**src/rtl/i2c_seq_pkg.sv**
```systemverilog
package i2c_seq_pkg;
  typedef enum logic [2:0] {
    OP_START = 3'd0, OP_RESTART = 3'd1, OP_STOP = 3'd2, OP_WRITE = 3'd3, OP_READ = 3'd4
  } bus_op_e;

  typedef enum logic [3:0] {
    S_IDLE, S_START, S_SBYTE, S_SB_RS, S_ADDR1, S_ADDR2, S_A10_RS, S_A10_HI,
    S_DATA, S_HOLD, S_RESTART, S_STOP
  } seq_state_e;

  localparam int CAUSE_W   = 17;
  localparam int C_NACK7   = 0;
  localparam int C_NACK10A = 1;
  localparam int C_NACK10B = 2;
  localparam int C_NACKD   = 3;
  localparam int C_GCREAD  = 4;
  localparam int C_GCNACK  = 5;
  localparam int C_SBACK   = 7;
  localparam int C_NORS_SB = 9;
  localparam int C_NORS_10 = 10;
  localparam int C_ARB     = 12;
  localparam int C_USER    = 16;
endpackage

```
**src/rtl/i2c_seq_rules.sv**
```systemverilog
module i2c_seq_rules
  import i2c_seq_pkg::*;
(
  input  logic               fresh_i,
  input  logic               need_rs_i,
  input  logic               rd_i,
  input  logic               ten_i,
  input  logic               gc_i,
  input  logic               sbyte_i,
  input  logic               ren_i,
  output logic [CAUSE_W-1:0] cause_o
);
  always_comb begin
    cause_o = '0;
    if (gc_i && rd_i)                            cause_o[C_GCREAD]  = 1'b1;
    else if (fresh_i && sbyte_i && !ren_i)       cause_o[C_NORS_SB] = 1'b1;
    else if (fresh_i && ten_i && rd_i && !ren_i) cause_o[C_NORS_10] = 1'b1;
    else if (!fresh_i && need_rs_i && !ren_i)    cause_o[C_NORS_10] = 1'b1;
  end
endmodule

```
**src/rtl/i2c_seq_addr.sv**
```systemverilog
module i2c_seq_addr
  import i2c_seq_pkg::*;
#(
  parameter int DW = 8
) (
  input  seq_state_e    state_i,
  input  logic [9:0]    addr_i,
  input  logic          ten_i,
  input  logic          gc_i,
  input  logic          rd_i,
  output logic [DW-1:0] byte_o
);
  localparam logic [4:0] TEN_HDR = 5'b11110;
  logic [7:0] b8;

  always_comb begin
    unique case (state_i)
      S_SBYTE:  b8 = 8'h01;
      S_ADDR1:  b8 = gc_i  ? 8'h00 :
                     ten_i ? {TEN_HDR, addr_i[9:8], 1'b0} : {addr_i[6:0], rd_i};
      S_ADDR2:  b8 = addr_i[7:0];
      S_A10_HI: b8 = {TEN_HDR, addr_i[9:8], 1'b1};
      default:  b8 = 8'h00;
    endcase
  end
  assign byte_o = DW'(b8);
endmodule

```
**src/rtl/i2c_seq_abort.sv**
```systemverilog
module i2c_seq_abort
  import i2c_seq_pkg::*;
(
  input  logic               clk_i,
  input  logic               rst_ni,
  input  logic               enable_i,
  input  logic               req_i,
  input  logic               user_ack_i,
  input  logic               clr_i,
  input  logic [CAUSE_W-1:0] cause_i,
  output logic               abort_bit_o,
  output logic               abort_o,
  output logic [CAUSE_W-1:0] src_o
);
  always_ff @(posedge clk_i or negedge rst_ni) begin
    if (!rst_ni) begin
      abort_bit_o <= 1'b0;
      abort_o     <= 1'b0;
      src_o       <= '0;
    end else begin
      if (user_ack_i)             abort_bit_o <= 1'b0;
      else if (req_i && enable_i) abort_bit_o <= 1'b1;
      abort_o <= |cause_i;
      if (|cause_i)   src_o <= cause_i;
      else if (clr_i) src_o <= '0;
    end
  end

  p_req_needs_enable_r12: assert property (@(posedge clk_i) disable iff (!rst_ni)
    $rose(abort_bit_o) |-> $past(enable_i));
  p_abort_pulse_r13: assert property (@(posedge clk_i) disable iff (!rst_ni)
    abort_o |=> !abort_o);
  p_cause_held_r13: assert property (@(posedge clk_i) disable iff (!rst_ni)
    (|src_o) && !clr_i |=> (|src_o));
endmodule

```
**src/rtl/i2c_cmd_seq.sv**
```systemverilog
module i2c_cmd_seq
  import i2c_seq_pkg::*;
#(
  parameter int DW = 8,
  localparam int CW = DW + 3
) (
  input  logic               clk_i,
  input  logic               rst_ni,
  input  logic               enable_i,
  input  logic               restart_en_i,
  input  logic [12:0]        tar_i,
  input  logic               abort_req_i,
  input  logic               abort_clr_i,
  output logic               abort_bit_o,
  input  logic               cmd_valid_i,
  input  logic [CW-1:0]      cmd_i,
  output logic               cmd_pop_o,
  output logic               rx_push_o,
  output logic [DW-1:0]      rx_data_o,
  output logic               bus_req_o,
  output logic [2:0]         bus_op_o,
  output logic [DW-1:0]      bus_byte_o,
  input  logic               bus_done_i,
  input  logic               bus_ack_i,
  input  logic               bus_arb_lost_i,
  input  logic [DW-1:0]      bus_rdata_i,
  output logic               abort_o,
  output logic [CAUSE_W-1:0] abort_src_o
);
  seq_state_e state_q, nxt;
  logic dir_q, dir_load, user_ack, push;
  logic [CAUSE_W-1:0] cause, rule_cause;
  logic [DW-1:0] addr_byte;

  wire cmd_rd   = cmd_i[DW];
  wire cmd_stop = cmd_i[DW+1];
  wire cmd_frc  = cmd_i[DW+2];
  wire ten      = tar_i[12];
  wire gc       = tar_i[11] & ~tar_i[10];
  wire sbyte    = tar_i[11] & tar_i[10];
  wire locked   = |abort_src_o;
  wire need_rs  = cmd_frc | (cmd_rd != dir_q);

  i2c_seq_rules u_rules (
    .fresh_i(state_q == S_IDLE), .need_rs_i(need_rs), .rd_i(cmd_rd), .ten_i(ten),
    .gc_i(gc), .sbyte_i(sbyte), .ren_i(restart_en_i), .cause_o(rule_cause)
  );

  i2c_seq_addr #(.DW(DW)) u_addr (
    .state_i(state_q), .addr_i(tar_i[9:0]), .ten_i(ten), .gc_i(gc), .rd_i(dir_q),
    .byte_o(addr_byte)
  );

  i2c_seq_abort u_abort (
    .clk_i, .rst_ni, .enable_i, .req_i(abort_req_i), .user_ack_i(user_ack),
    .clr_i(abort_clr_i), .cause_i(cause), .abort_bit_o, .abort_o, .src_o(abort_src_o)
  );

  always_comb begin
    nxt = state_q; cause = '0; cmd_pop_o = 1'b0;
    user_ack = 1'b0; dir_load = 1'b0; push = 1'b0;
    unique case (state_q)
      S_IDLE: begin
        if (abort_bit_o) begin
          cause[C_USER] = 1'b1; user_ack = 1'b1;
        end else if (locked) begin
          cmd_pop_o = cmd_valid_i;            // flush while cause is held
        end else if (cmd_valid_i && enable_i) begin
          if (|rule_cause) cause = rule_cause;
          else begin nxt = S_START; dir_load = 1'b1; end
        end
      end
      S_HOLD: begin
        if (abort_bit_o) begin
          cause[C_USER] = 1'b1; nxt = S_STOP;
        end else if (cmd_valid_i) begin
          if (|rule_cause) begin cause = rule_cause; nxt = S_STOP; end
          else if (need_rs) begin nxt = S_RESTART; dir_load = 1'b1; end
          else nxt = S_DATA;
        end
      end
      default: if (bus_done_i) begin
        if (bus_arb_lost_i && state_q != S_STOP) begin
          cause[C_ARB] = 1'b1; nxt = S_IDLE;  // bus lost: no STOP
        end else begin
          unique case (state_q)
            S_START:   nxt = sbyte ? S_SBYTE : S_ADDR1;
            S_SBYTE:   if (bus_ack_i) begin cause[C_SBACK] = 1'b1; nxt = S_STOP; end
                       else nxt = S_SB_RS;
            S_SB_RS, S_RESTART: nxt = S_ADDR1;
            S_ADDR1: begin
              if (!bus_ack_i) begin
                cause[gc ? C_GCNACK : (ten ? C_NACK10A : C_NACK7)] = 1'b1;
                nxt = S_STOP;
              end else nxt = (ten && !gc) ? S_ADDR2 : S_DATA;
            end
            S_ADDR2: if (!bus_ack_i) begin cause[C_NACK10B] = 1'b1; nxt = S_STOP; end
                     else nxt = dir_q ? S_A10_RS : S_DATA;
            S_A10_RS: nxt = S_A10_HI;
            S_A10_HI: if (!bus_ack_i) begin cause[C_NACK10B] = 1'b1; nxt = S_STOP; end
                      else nxt = S_DATA;
            S_DATA: begin
              if (!dir_q && !bus_ack_i) begin
                cause[C_NACKD] = 1'b1; nxt = S_STOP;
              end else begin
                cmd_pop_o = 1'b1; push = dir_q;
                if (abort_bit_o) begin cause[C_USER] = 1'b1; nxt = S_STOP; end
                else nxt = cmd_stop ? S_STOP : S_HOLD;
              end
            end
            S_STOP: begin nxt = S_IDLE; user_ack = abort_bit_o; end
            default: nxt = S_IDLE;
          endcase
        end
      end
    endcase
  end

  always_comb begin
    bus_req_o  = (state_q != S_IDLE) && (state_q != S_HOLD);
    bus_byte_o = addr_byte;
    unique case (state_q)
      S_START:                       bus_op_o = OP_START;
      S_SB_RS, S_RESTART, S_A10_RS:  bus_op_o = OP_RESTART;
      S_STOP:                        bus_op_o = OP_STOP;
      S_DATA: begin
        bus_op_o   = dir_q ? OP_READ : OP_WRITE;
        bus_byte_o = dir_q ? {{(DW-1){1'b0}}, cmd_stop} : cmd_i[DW-1:0];
      end
      default:                       bus_op_o = OP_WRITE;
    endcase
  end

  always_ff @(posedge clk_i or negedge rst_ni) begin
    if (!rst_ni) begin
      state_q   <= S_IDLE;
      dir_q     <= 1'b0;
      rx_push_o <= 1'b0;
      rx_data_o <= '0;
    end else begin
      state_q   <= nxt;
      if (dir_load) dir_q <= cmd_rd;
      rx_push_o <= push;
      if (push) rx_data_o <= bus_rdata_i;
    end
  end

  p_req_stable_r14: assert property (@(posedge clk_i) disable iff (!rst_ni)
    bus_req_o && !bus_done_i |=> bus_req_o && $stable(bus_op_o) && $stable(bus_byte_o));
  p_rx_after_read_r5: assert property (@(posedge clk_i) disable iff (!rst_ni)
    rx_push_o |-> $past(bus_done_i && bus_op_o == OP_READ));
  p_locked_idle_r13: assert property (@(posedge clk_i) disable iff (!rst_ni)
    (|abort_src_o) && !abort_clr_i && state_q == S_IDLE |=> !bus_req_o);
  p_stop_clears_r12: assert property (@(posedge clk_i) disable iff (!rst_ni)
    abort_bit_o && bus_done_i && bus_op_o == OP_STOP |=> !abort_bit_o);
endmodule

```
**config.mk**
```make
export PLATFORM = sky130hd
export DESIGN_NAME = i2c_cmd_seq
export DESIGN_NICKNAME = d
export VERILOG_FILES = /design/src/rtl/i2c_seq_pkg.sv /design/src/rtl/i2c_seq_rules.sv /design/src/rtl/i2c_seq_addr.sv /design/src/rtl/i2c_seq_abort.sv /design/src/rtl/i2c_cmd_seq.sv
export SDC_FILE = /design/constraint.sdc
export NUM_CORES = 1
export LEC_CHECK = 0
export ABC_AREA = 1
export BUFFER_PORTS_ARGS = -buffer_cell sky130_fd_sc_hd__buf_4
export CAP_MARGIN = 20
export CORE_ASPECT_RATIO = 1.2
export CORE_MARGIN = 1
export CORE_UTILIZATION = 44
export CTS_CLUSTER_DIAMETER = 200
export DETAILED_ROUTE_END_ITERATION = 10
export GPL_TIMING_DRIVEN = 0
export PLACE_DENSITY = 0.77
export SLEW_MARGIN = 0
export SYNTH_ARGS = -nofsm -noshare
export SYNTH_HDL_FRONTEND = slang
export SYNTH_SLANG_ARGS = --single-unit
```
**constraint.sdc**
```tcl
create_clock -name clk_i -period 1.7 [get_ports clk_i]
set_input_delay 0.085 -clock clk_i [delete_from_list [all_inputs] [get_ports clk_i]]
set_output_delay 0.085 -clock clk_i [all_outputs]
set_load 0.005 [all_outputs]
```
# Yosys cells after proc, flatten, opt, wreduce, memory -nomap -nowiden
# Index checks and enable logic that the tools add are counted.
# classes
shift,0
n_eq_ne,19
multipliers,0
n_div,0
n_addsub,0
reduce_logical,33
n_bitwise,4
muxes,94
order_cmp,2
# ops
op,count
$mux 17,7
$mux 4,16
$mux 8,5
$mux 1,39
$pmux 17 s2,1
$reduce_or 17->1,2
$mux 16,2
$pmux 4 s8,1
$pmux 8 s4,1
$eq 4x3->1 const B,4
$eq 4x4->1 const B,4
$logic_and 1x1->1,15
$pmux 1 s2,7
$mux 12,1
$mux 2,6
$mux 3,4
$pmux 3 s4,1
$mux 11,1
$eq 4x2->1 const B,2
$ne 2x2->1 const B,4
$ne 4x4->1 const B,2
$pmux 4 s2,1
$lt 3x6->1 const B,1
$reduce_and 6->1,1
other kinds (15),24
# word_totals
inputBits,42
memories,0
mem_bits_rw,0
latch_bits,0
output_inout_bits,41
romBits,0
register_bits,33

# Depth between registers and ports, before layout
# Gate-level depths: netlist of run 1.
# depth
ltp_word,16
mapped_depth,14
mapped_depth_nobuf,13

# Modules after synthesis
# A second synthesis of run 1 with hierarchy kept.
# unflattened
hier_cells,443
hier_area_um2,2829.0
# modules_own_cells
module,cells_per_inst,area_each_um2,n_inst
i2c_cmd_seq,269,1495.2,1
i2c_seq_abort,90,849.6,1
i2c_seq_addr,58,322.8,1
i2c_seq_rules,26,161.4,1

# Least setup slack after synthesis of run 1
# OpenSTA, ideal clock, no wires.
# synth_timing
path_type,register to register
from,register state_q[3]
to,register u_abort.src_o[0]
stages_incl_launch_ff,12
slack_ns,0.100
arrival_time_ns,1.482
synth_period_minus_slack_ns,1.600
cell_sequence,dfrtp_1 > nor2_2 > nand2_4 > nor2_1 > nand4_1 > nand2_2 > nand2_1 > nand2_1 > nor2_2 > buf_6 > nand4_1 > nand2_1
# synth_via
elab_chain_len,16
word_cells_on_any_way,45
cone_classes,7 x eq/ne; 24 x mux; 14 x reduce/logical
# synth_rtl
element,line,source
"start, declared",i2c_cmd_seq.sv:30,"seq_state_e state_q, nxt;"
"start signal, assigned",i2c_cmd_seq.sv:141,state_q <= nxt;
$logic_not 4->1,"i2c_cmd_seq.sv:45, i2c_cmd_seq.sv:62",
$logic_not 1->1,i2c_seq_rules.sv:18,else if (!fresh_i && need_rs_i && !ren_i) cause_o[C_NORS_10] = 1'b1;
$logic_and 1x1->1 (2 in a row),i2c_seq_rules.sv:18,
$mux 1,i2c_seq_rules.sv:18,
$mux 1,i2c_seq_rules.sv:17,else if (fresh_i && ten_i && rd_i && !ren_i) cause_o[C_NORS_10] = 1'b1;
$mux 1,i2c_seq_rules.sv:16,else if (fresh_i && sbyte_i && !ren_i) cause_o[C_NORS_SB] = 1'b1;
$mux 2,i2c_seq_rules.sv:15,if (gc_i && rd_i) cause_o[C_GCREAD] = 1'b1;
$reduce_or 3->1,"i2c_cmd_seq.sv:69, i2c_cmd_seq.sv:77",
$mux 11,"i2c_cmd_seq.sv:69, i2c_cmd_seq.sv:77",
$mux 17,i2c_cmd_seq.sv:68,end else if (cmd_valid_i && enable_i) begin
$mux 17,i2c_cmd_seq.sv:66,end else if (locked) begin
$mux 16,i2c_cmd_seq.sv:64,if (abort_bit_o) begin
$pmux 17 s2 (*),i2c_cmd_seq.sv:62,unique case (state_q)
$reduce_or 17->1,i2c_seq_abort.sv:24,if (|cause_i) src_o <= cause_i;
$mux 17 / $reduce_bool 2->1 (equally long branches),--,
"end signal, assigned",i2c_seq_abort.sv:24,
"end, declared",i2c_seq_abort.sv:13,output logic [CAUSE_W-1:0] src_o
# Every way passes the cells marked *; elsewhere a longest branch is shown, timed or not.
# A chain may end at the register's enable or synchronous reset.

# Final worst setup path of run 1
# layout_timing
from,register state_q[1]
to,register u_abort.src_o[4]
# The elaborated chain is that of the path after synthesis.

==> flow_metrics.py, run 1 <==
metrics = {
    "timing": {
        "drv_slew": 0,
        "period_share_pct": 111,
        "rsz0062_at_grt": "true",
        "finalHoldViolations": 0,
        "fin_crit_ns": 1.89,
        "setup_viol": 27,
        "setup_ws_ns": -0.189,
        "clock.fmax_ghz": 0.529,
        "fin_worst_skew_ns": 0.00618,
    },
    "synth": {
        "syn_avg_cell_area_sq_um": 6.62,
        "synthTopCellsByArea": "dfrtp_1, nand2_1, nand4_1, nand3_1, inv_1",
        "yosysMostFrequentCell": "nand2_1",
        "yosys_warnings": 0,
        "yosysTopAreaCell": "dfrtp_1",
        "ys.flop_type": "dfrtp_1",
        "yosysTopAreaCellShare_pct": 33.1,
        "synth_area_sq_um": 2040,
        "netlist_instances": 308,
        "synth_commonest_cells": "nand2_1, inv_1, dfrtp_1",
        "synth-async-reset-ratio_pct": 100,
        "ys_seq_area_share_pct": 33.1,
        "synth_cell_type_count": 31,
        "synth_edf_count": 0,
        "ys_seq_elements": 27,
    },
    "power": {
        "vdd_drop_max_v": 0.000557,
        "leakage_nw": 1.76,
        "p_per_area_nw_per_um2": 1230,
    },
    "finish": {
        "syn2layout_area_growth_pct": 56.3,
        "multi_input_area_sq_um": 1330,
        "final_area_sq_um": 3190,
        "regArea_sq_um": 681,
        "n_fill_cell": 369,
        "final_nets": 461,
        "post-route-util_pct": 73.1,
        "antenna_cells": 0,
        "drive_gt1_share_pct": 43.3,
    },
    "floorplanning": {
        "die_w_um": 64.1,
        "core-area_sq_um": 4360,
        "die_area_sq_um": 4910,
        "die_y_um": 76.6,
        "io_pins": 83,
        "initial_core_util_pct": 46.8,
        "rows": 26,
    },
    "worst_setup_path": {
        "cp.required_ns": 1.87,
        "r2r-end": "u_abort.src_o[4]$_DFFE_PN0P_",
        "start_kind": "flip-flop",
        "crit_type": "reg -> reg",
        "worstPathArrival_ns": 2.06,
        "r2r_setup_slack_ns": -0.19,
        "path_max_fanout": 8,
        "rr_startpoint": "state_q[1]$_DFFE_PN0P_",
        "critPathCaptureType": "flip-flop",
        "r2r_cells": 12,
    },
    "cts": {
        "cts_tree": "done",
        "clkTransAtPathRegs_ns": 0.10,
        "clock_path_buffers": 2,
        "cts_root_buf": "clkbuf_8",
        "clock_latency_ns": 0.28,
        "cts.sinks": 27,
        "cts_buffers": 3,
        "cts_max_level": 1,
    },
    "run": {
        "cap_violations": 0,
    },
    "run_status": {
        "violations": "negative setup slack",
        "status": "finished with violations",
    },
    "min_path": {
        "min_to": "rx_data_o[6]$_DFFE_PN0P_",
        "holdPathStages": 3,
        "worstHoldStart": "bus_rdata_i[6]",
        "hp-class": "in -> reg",
    },
    "route": {
        "wire_per_inst_um": 14.3,
        "antenna_left": 0,
        "via_per_inst": 5.31,
        "dr.pass1.iters": 5,
        "drtIter0Drc": 184,
        "wirelength_um": 6790,
        "vias": 2519,
        "drc_errors": 0,
    },
    "grt": {
        "grt_usage_pct": 27.1,
        "grt_max_degree": 28,
        "antenna_found_initial": 0,
        "grt_overflow": 0,
        "grt_pass1_wl_um": 10600,
        "grt_pass1_vias": 2445,
    },
    "place": {
        "post_dp_cell_area_sq_um": 2680,
        "dp_hpwl_um": 4610,
        "gp_congestion": 0.906,
        "numPortBuffers": 74,
    },
}
==> critical path, stage by stage (launching register included) <==
cell and delay (ns):
dfrtp_2 0.46, nor2_4 0.19, buf_12 0.14, nand2_8 0.07
nor2_4 0.09, nand4_1 0.16, nand2_2 0.17, nand2_2 0.08
nand2_2 0.10, nor2_4 0.05, buf_6 0.12, nand4_1 0.09
nand2_1 0.07
==> area by class of cell <==
cell class / instances / share of cell area, %
sequential: 27 / 21.4
inverter: 38 / 4.83
clock inverter: 1 / 0.236
clock buffer: 3 / 1.30
tap: 56 / 2.20
timing repair buffer: 100 / 25.1
buffer: 13 / 3.22
multi-input combinational: 236 / 41.8
==> power breakdown <==
part / internal, W / switching, W
clock network: 0.000167 / 0.000216
logic: 0.00117 / 0.00145
registers: 0.000787 / 0.000139
total: 0.00212 / 0.00180
==> layout by cell type (no fill, tap or decap), types with 2 or more instances in the layout <==
cell | netlist | final
buf_6 | 3 | 11
nand2_8 | 0 | 2
o21ai_1 | 3 | 5
nor2_1 | 25 | 17
clkbuf_8 | 0 | 3
inv_2 | 5 | 7
o211ai_1 | 3 | 3
o21ai_0 | 14 | 9
inv_1 | 30 | 27
nand2_2 | 7 | 16
nor3_1 | 5 | 3
buf_4 | 7 | 97
conb_1 | 1 | 6
nand3_2 | 3 | 4
a21oi_1 | 9 | 8
nand2_1 | 99 | 86
dfrtp_1 | 27 | 23
o21ai_2 | 0 | 3
dlygate4sd3_1 | 0 | 2
clkinvlp_4 | 0 | 2
nand3_1 | 23 | 21
nand4_1 | 19 | 19
nor2_2 | 5 | 6
nand2_4 | 3 | 5
nor2_4 | 3 | 11
dfrtp_2 | 0 | 4
==> kinds of logic (layout without fill, tap and decap cells) <==
kind of cell / Yosys count / in the layout / share of synthesized area [%]
flops: 27 / 27 / 33.1
compound gates: 36 / 36 / 10.1
buf+inv: 51 / 155 / 11.9
simple gates: 193 / 194 / 44.6
other cells: 1 / 6 / 0.184
==> routing by layer <==
metal | vias up | global-route usage [%] | routed length (um)
met4 | 0 | 13.8 | 228
met3 | 18 | 2.25 | 366
met2 | 126 | 50.9 | 3710
met5 | - | 0 | 0
met1 | 1160 | 29.7 | 2480
li1 | 1215 | - | -
==> state kept, by name (all words and copies together) (netlist names) <==
name / cells
u_abort.abort_o: 1
dir_q: 1
rx_data_o: 8
u_abort.src_o: 11
u_abort.abort_bit_o: 1
rx_push_o: 1
state_q: 4
==> worst max path at each step <==
stage	start	endpoint	slack, ns	cells past startpoint
floorplan	state_q[3]$_DFFE_PN0P_	u_abort.src_o[0]$_DFFE_PN0P_	0.10	11
global placement	state_q[3]$_DFFE_PN0P_	u_abort.src_o[10]$_DFFE_PN0P_	-0.14	11
detailed placement	state_q[3]$_DFFE_PN0P_	state_q[2]$_DFFE_PN0P_	-0.19	11
CTS	state_q[0]$_DFFE_PN0P_	u_abort.src_o[4]$_DFFE_PN0P_	-0.09	12
global route	state_q[1]$_DFFE_PN0P_	u_abort.src_o[4]$_DFFE_PN0P_	-0.28	12
finish	state_q[1]$_DFFE_PN0P_	u_abort.src_o[4]$_DFFE_PN0P_	-0.19	12
==> what timing repair did <==
action	CTS	global route
endpoints found under the hold margin	28	0
setup endpoints to repair	36	35
pin swaps	8	18
cloned	3	0
setup buffers	16	7
hold buffers	2	0
gates resized for setup	51	23
==> metrics by stage <==
stage / cells / power, W / TNS, ns / hold slack, ns / worst slack [ns]
4_1_cts: 468 / 0.00365 / -1.18 / 0.00148 / -0.0893
3_3_place_gp: 443 / 0.00272 / -1.94 / 0.0140 / -0.138
6_report: 474 / 0.00392 / -3.38 / 0.00372 / -0.189
3_5_place_dp: 443 / 0.00277 / -2.56 / 0.0182 / -0.192
5_1_grt: 474 / 0.00417 / -5.82 / 0.0162 / -0.281
2_1_floorplan: 313 / 0.00206 / 0 / -0.211 / 0.100
Power figures use the tool's default switching activity.
==> run 2: changes to the inputs <==
RECOVER_POWER = 100   (was default)
SLEW_MARGIN = 20   (was 0)
==> run 2 against run 1 <==
Net effect:
- the flow still finishes with violations (negative setup slack)
- clock-buffer cell count unchanged
- via count decreased by 0.12%
- sequential power hardly changed
- global-route usage is the same
- sequential cell count unchanged
==> flow_metrics.py, run 2 (same netlist as run 1, synthesis figures left out) <==
metrics = {
    "timing": {
        "finalSetupTns_ns": -3.49,
        "hold_slack_ns": 0.00456,
        "tightestPinTransition_ns": 0.680,
        "maxSlewHeadroom_pct": 54.7,
        "rsz0062_at_grt": "true",
        "finalHoldViolations": 0,
        "fin_worst_skew_ns": 0.00308,
        "drv_slew": 0,
        "setup_ws_ns": -0.199,
        "period_share_pct": 112,
        "fin_crit_ns": 1.90,
        "clock.fmax_ghz": 0.527,
        "setup_viol": 27,
    },
    "finish": {
        "layout_commonest_cell": "nand2_1",
        "top_regs": "u_abort.src_o (11), rx_data_o (8), state_q (4)",
        "antenna_cells": 0,
        "syn2layout_area_growth_pct": 56.2,
        "final_cell_mix": "nand2_1, buf_4, inv_1",
        "drive_gt1_share_pct": 43.3,
        "regMostFlops": "u_abort.src_o",
        "final_nets": 461,
        "largest_reg_flops": 11,
    },
    "place": {
        "dp_hpwl_um": 4610,
        "gp_congestion": 0.906,
        "dp_slack_ns": -0.192,
        "numPortBuffers": 74,
    },
    "power": {
        "switchingPower_w": 0.00180,
        "combPwrFrac_pct": 66.8,
        "seq_power_share_pct": 23.6,
        "p_per_area_nw_per_um2": 1230,
        "power_frac_clock_pct": 9.6,
        "leakage_nw": 1.74,
        "intPower_w": 0.00211,
        "finalPower_w": 0.00391,
        "swShare_pct": 46.0,
        "vdd_drop_max_v": 0.000557,
    },
    "worst_setup_path": {
        "rr_startpoint": "state_q[1]$_DFFE_PN0P_",
        "worstPathCellList": "nor2_4 -> buf_12 -> nand2_8 -> nor2_4 -> nand4_1 -> nand2_2 -> nand2_2 -> nand2_2 -> nor2_4 -> buf_6 -> nand4_1 -> nand2_1",
        "worstPathArrival_ns": 2.07,
        "r2r-end": "u_abort.src_o[4]$_DFFE_PN0P_",
        "cpMaxStageDelayCell": "dfrtp_2",
        "r2r_cells": 12,
        "startpoint": "state_q[1]$_DFFE_PN0P_",
        "slowest_delay_ns": 0.46,
        "crit_type": "reg -> reg",
        "r2r_setup_slack_ns": -0.20,
        "path_delay_family": "simple AND/OR/NAND/NOR gates",
        "critPathCaptureType": "flip-flop",
        "endpoint": "u_abort.src_o[4]$_DFFE_PN0P_",
        "cp_num_cells": 12,
        "cp.required_ns": 1.87,
        "start_kind": "flip-flop",
        "path_max_fanout": 8,
        "crit_buf_inv": 2,
    },
    "run": {
        "cap_violations": 0,
    },
    "floorplanning": {
        "core-area_sq_um": 4360,
        "die_area_sq_um": 4910,
        "rows": 26,
        "io_pins": 83,
        "initial_core_util_pct": 46.8,
        "die_y_um": 76.6,
        "die_w_um": 64.1,
    },
    "grt": {
        "grt_pass1_vias": 2445,
        "grt_usage_pct": 27.1,
        "antenna_found_initial": 0,
        "grt_overflow": 0,
        "grt_pass1_wl_um": 10600,
        "grt_max_degree": 28,
    },
    "route": {
        "drc_errors": 0,
        "wirelength_um": 6760,
        "vias": 2516,
        "dr.pass1.iters": 5,
        "drtIter0Drc": 169,
        "via_per_inst": 5.31,
        "wire_per_inst_um": 14.3,
        "antenna_left": 0,
    },
    "cts": {
        "cts_root_buf": "clkbuf_8",
        "cts_buffers": 3,
        "cts_max_level": 1,
        "clock_path_buffers": 2,
        "clkTransAtPathRegs_ns": 0.10,
        "cts.sinks": 27,
        "clock_latency_ns": 0.27,
        "cts_tree": "done",
    },
    "min_path": {
        "hp-class": "in -> reg",
    },
    "run_status": {
        "violations": "negative setup slack",
        "status": "finished with violations",
    },
}
[run 2: cell count changes in the layout (fill, tap and decap cells not counted)]
cell      change
buf_4        -22
clkbuf_2      +1
clkbuf_4     +21
[run 2: tightest hold or removal path: cells and delay by family]
| kind | cells | cell delay (ns) |
|---|---|---|
| AND/OR/NAND/NOR | 2 | 0.09 |
| buffers and inverters | 1 | 0.08 |
[run 2: metrics by stage]
| stage | cell area, sq um | cells | util (%) |
|---|---|---|---|
| 2_1_floorplan | 2060 | 313 | - |
| 3_3_place_gp | 2680 | 443 | 61.5 |
| 3_5_place_dp | 2680 | 443 | 61.5 |
| 4_1_cts | 3070 | 468 | 70.4 |
| 5_1_grt | 3180 | 474 | 73.0 |
| 6_report | 3180 | 474 | 73.0 |
[run 2: worst min path at each step]
stage | startpoint | slack, ns | to | cells after the start
floorplan | rst_ni | -0.21 | dir_q$_DFFE_PN0P_ | 0
global placement | rst_ni | 0.01 | u_abort.abort_o$_DFF_PN0_ | 1
detailed placement | rst_ni | 0.02 | u_abort.src_o[10]$_DFFE_PN0P_ | 1
CTS | bus_rdata_i[1] | 0.001 | rx_data_o[1]$_DFFE_PN0P_ | 3
global route | bus_rdata_i[0] | 0.02 | rx_data_o[0]$_DFFE_PN0P_ | 3
finish | bus_rdata_i[6] | 0.005 | rx_data_o[6]$_DFFE_PN0P_ | 3
[run 2: timing repair]
| item | 4_1_cts | 5_1_grt |
|---|---|---|
| pin swaps | 8 | 18 |
| hold endpoints to repair | 28 | 0 |
| buffers inserted | 16 | 7 |
| endpoints found under the setup margin | 36 | 35 |
| gates resized for setup | 51 | 23 |
| hold buffers | 2 | 0 |
| gates cloned | 3 | 0 |
[run 2: per-layer routing]
layer	vias up	global-route usage [%]	wire length, um
met5	-	0	0
met4	0	13.8	204
met3	16	2.25	366
met2	126	50.9	3740
met1	1161	29.7	2450
li1	1213	-	-
[run 2: cell type report]
| type | count | area [sq um] |
|---|---|---|
| fillers | 369 | 1180 |
| flip-flops and latches | 27 | 681 |
| inverters | 38 | 154 |
| clock inverters | 1 | 7.51 |
| plain buffers | 13 | 103 |
| multi-input cells | 236 | 1330 |
| well taps | 56 | 70.1 |
| repair buffers | 100 | 796 |
| clock buffers | 3 | 41.3 |
[run 2: power groups by stage]
stage	Sequential (W)	Combinational, W	Clock [W]
2_1_floorplan	0.000910	0.00115	0
4_1_cts	0.000917	0.00236	0.000376
3_3_place_gp	0.000921	0.00180	0
3_5_place_dp	0.000925	0.00184	0
6_report	0.000924	0.00261	0.000376
5_1_grt	0.000944	0.00282	0.000391
==> run 3: changes to the inputs <==
HOLD_SLACK_MARGIN = 0.12   (was default)
SETUP_SLACK_MARGIN = 0.4   (was default)
==> run 3 against run 2 <==
Net effect:
- the flow still finishes with violations (negative setup slack)
- die area unchanged
- via count increased by 3.5%
- register-to-register slack improved by 0.05 ns
- non-clock buffer count increased by 13
- clock power about the same
==> flow_metrics.py, run 3 (same netlist as run 1, synthesis figures left out) <==
metrics = {
    "grt": {
        "antenna_found_initial": 0,
        "grt_pass1_wl_um": 10900,
        "grt_overflow": 0,
        "grt_usage_pct": 28.3,
        "grt_max_degree": 28,
        "grt_pass1_vias": 2433,
    },
    "power": {
        "vdd_drop_max_v": 0.000731,
        "combPwrFrac_pct": 67.6,
        "switchingPower_w": 0.00187,
        "finalPower_w": 0.00405,
        "p_per_area_nw_per_um2": 1210,
        "leakage_nw": 1.83,
        "seq_power_share_pct": 23.0,
        "intPower_w": 0.00217,
        "swShare_pct": 46.3,
        "power_frac_clock_pct": 9.4,
    },
    "finish": {
        "syn2layout_area_growth_pct": 64.6,
        "top_regs": "u_abort.src_o (11), rx_data_o (8), state_q (4)",
        "regMostFlops": "u_abort.src_o",
        "final_cell_mix": "nand2_1, buf_4, inv_1",
        "post-route-util_pct": 77.0,
        "layout_commonest_cell": "nand2_1",
        "antenna_cells": 0,
        "final_nets": 476,
        "drive_gt1_share_pct": 44.1,
        "largest_reg_flops": 11,
    },
    "timing": {
        "drv_slew": 0,
        "setup_viol": 36,
        "finalHoldViolations": 0,
        "setup_ws_ns": -0.150,
        "clock.fmax_ghz": 0.541,
        "maxSlewHeadroom_pct": 54.7,
        "tightestPinTransition_ns": 0.680,
        "fin_crit_ns": 1.85,
        "period_share_pct": 109,
        "rsz0062_at_grt": "true",
        "fin_worst_skew_ns": 0.00530,
    },
    "cts": {
        "cts_root_buf": "clkbuf_8",
        "cts_max_level": 1,
        "clkTransAtPathRegs_ns": 0.10,
        "clock_path_buffers": 2,
        "clock_latency_ns": 0.28,
        "cts_tree": "done",
        "cts_buffers": 3,
        "cts.sinks": 27,
    },
    "worst_setup_path": {
        "critPathCaptureType": "flip-flop",
        "slowest_delay_ns": 0.47,
        "crit_buf_inv": 2,
        "path_max_fanout": 5,
        "path_delay_family": "simple AND/OR/NAND/NOR gates",
        "cpMaxStageDelayCell": "dfrtp_2",
        "cp.required_ns": 1.87,
        "start_kind": "flip-flop",
        "worstPathArrival_ns": 2.02,
        "crit_type": "reg -> reg",
        "worstPathCellList": "nor2_4 -> buf_4 -> nand2_1 -> nor2_1 -> nand3_1 -> nand2_2 -> nor2_1 -> nand2_2 -> nor2_4 -> buf_2 -> nand4_1 -> nand2_1",
    },
    "floorplanning": {
        "initial_core_util_pct": 46.8,
        "die_w_um": 64.1,
        "io_pins": 83,
        "rows": 26,
        "die_y_um": 76.6,
        "die_area_sq_um": 4910,
        "core-area_sq_um": 4360,
    },
    "run_status": {
        "violations": "negative setup slack",
        "status": "finished with violations",
    },
    "route": {
        "antenna_left": 0,
        "dr.pass1.iters": 4,
        "wirelength_um": 7120,
        "vias": 2604,
        "drtIter0Drc": 277,
        "wire_per_inst_um": 14.6,
        "drc_errors": 0,
        "via_per_inst": 5.33,
    },
    "run": {
        "cap_violations": 0,
    },
    "min_path": {
        "hp-class": "in -> reg",
    },
    "place": {
        "dp_hpwl_um": 4460,
        "numPortBuffers": 74,
        "gp_congestion": 0.924,
    },
}
-- run 3: cell type report --
type | instances | area, sq um
clock buffer | 3 | 41.3
timing repair buffer | 113 | 913
fill | 323 | 1000
sequential | 27 | 681
buffer | 13 | 110
tap | 56 | 70.1
timing repair inverter | 1 | 8.76
clock inverter | 1 | 7.51
inverter | 38 | 150
multi-input combinational | 237 | 1370
-- run 3: metrics by stage --
| stage | cells | area (sq um) | TNS (ns) | setup WS [ns] | hold slack [ns] |
|---|---|---|---|---|---|
| 5_1_grt | 489 | 3360 | -5.54 | -0.230 | 0.128 |
| 2_1_floorplan | 313 | 2070 | 0 | 0.136 | -0.211 |
| 3_3_place_gp | 443 | 2690 | -2.29 | -0.141 | 0.0143 |
| 3_5_place_dp | 443 | 2690 | -2.87 | -0.182 | 0.0142 |
| 4_1_cts | 476 | 3140 | -1.52 | -0.0946 | 0.112 |
| 6_report | 489 | 3360 | -2.97 | -0.150 | 0.116 |
-- run 3: worst paths after layout --
path	from	to	slack [ns]	depth (start not counted)
setup / recovery	state_q[2]$_DFFE_PN0P_	u_abort.src_o[9]$_DFFE_PN0P_	-0.15	12
hold / removal	restart_en_i	u_abort.src_o[9]$_DFFE_PN0P_	0.12	4
setup reg to reg	state_q[2]$_DFFE_PN0P_	u_abort.src_o[9]$_DFFE_PN0P_	-0.15	12
hold reg to reg	rx_data_o[0]$_DFFE_PN0P_	rx_data_o[0]$_DFFE_PN0P_	0.49	2
max in group asynchronous	rst_ni	state_q[2]$_DFFE_PN0P_	0.86	2
min in group asynchronous	rst_ni	u_abort.src_o[0]$_DFFE_PN0P_	0.37	2
-- run 3: routing by layer --
metal	GRT usage, %	part of all wire, %	vias up
met1	30.7	38	1172
met3	4.94	6.9	32
met4	17.6	4.8	0
li1	-	-	1246
met5	0	0	-
met2	49.8	51	154
-- run 3: worst min-delay path: cells and delay by family --
family,cells,cell delay [ns]
buffers and inverters,1,0.10
AND/OR/NAND/NOR,3,0.17
-- run 3: power groups by stage --
stage / Combinational, W / Sequential (W) / Clock [W]
global placement: 0.00182 / 0.000930 / 0
detailed placement: 0.00184 / 0.000935 / 0
floorplan: 0.00116 / 0.000917 / 0
finish: 0.00274 / 0.000932 / 0.000378
CTS: 0.00225 / 0.000925 / 0.000373
global route: 0.00294 / 0.000949 / 0.000401
-- run 3: timing repair --
| item | CTS | global route |
|---|---|---|
| hold buffers | 13 | 0 |
| resized for setup | 46 | 32 |
| pin swaps | 15 | 21 |
| endpoints found under the hold margin | 39 | 0 |
| setup buffers | 13 | 12 |
| gates cloned | 3 | 1 |
| setup endpoints to repair | 40 | 40 |
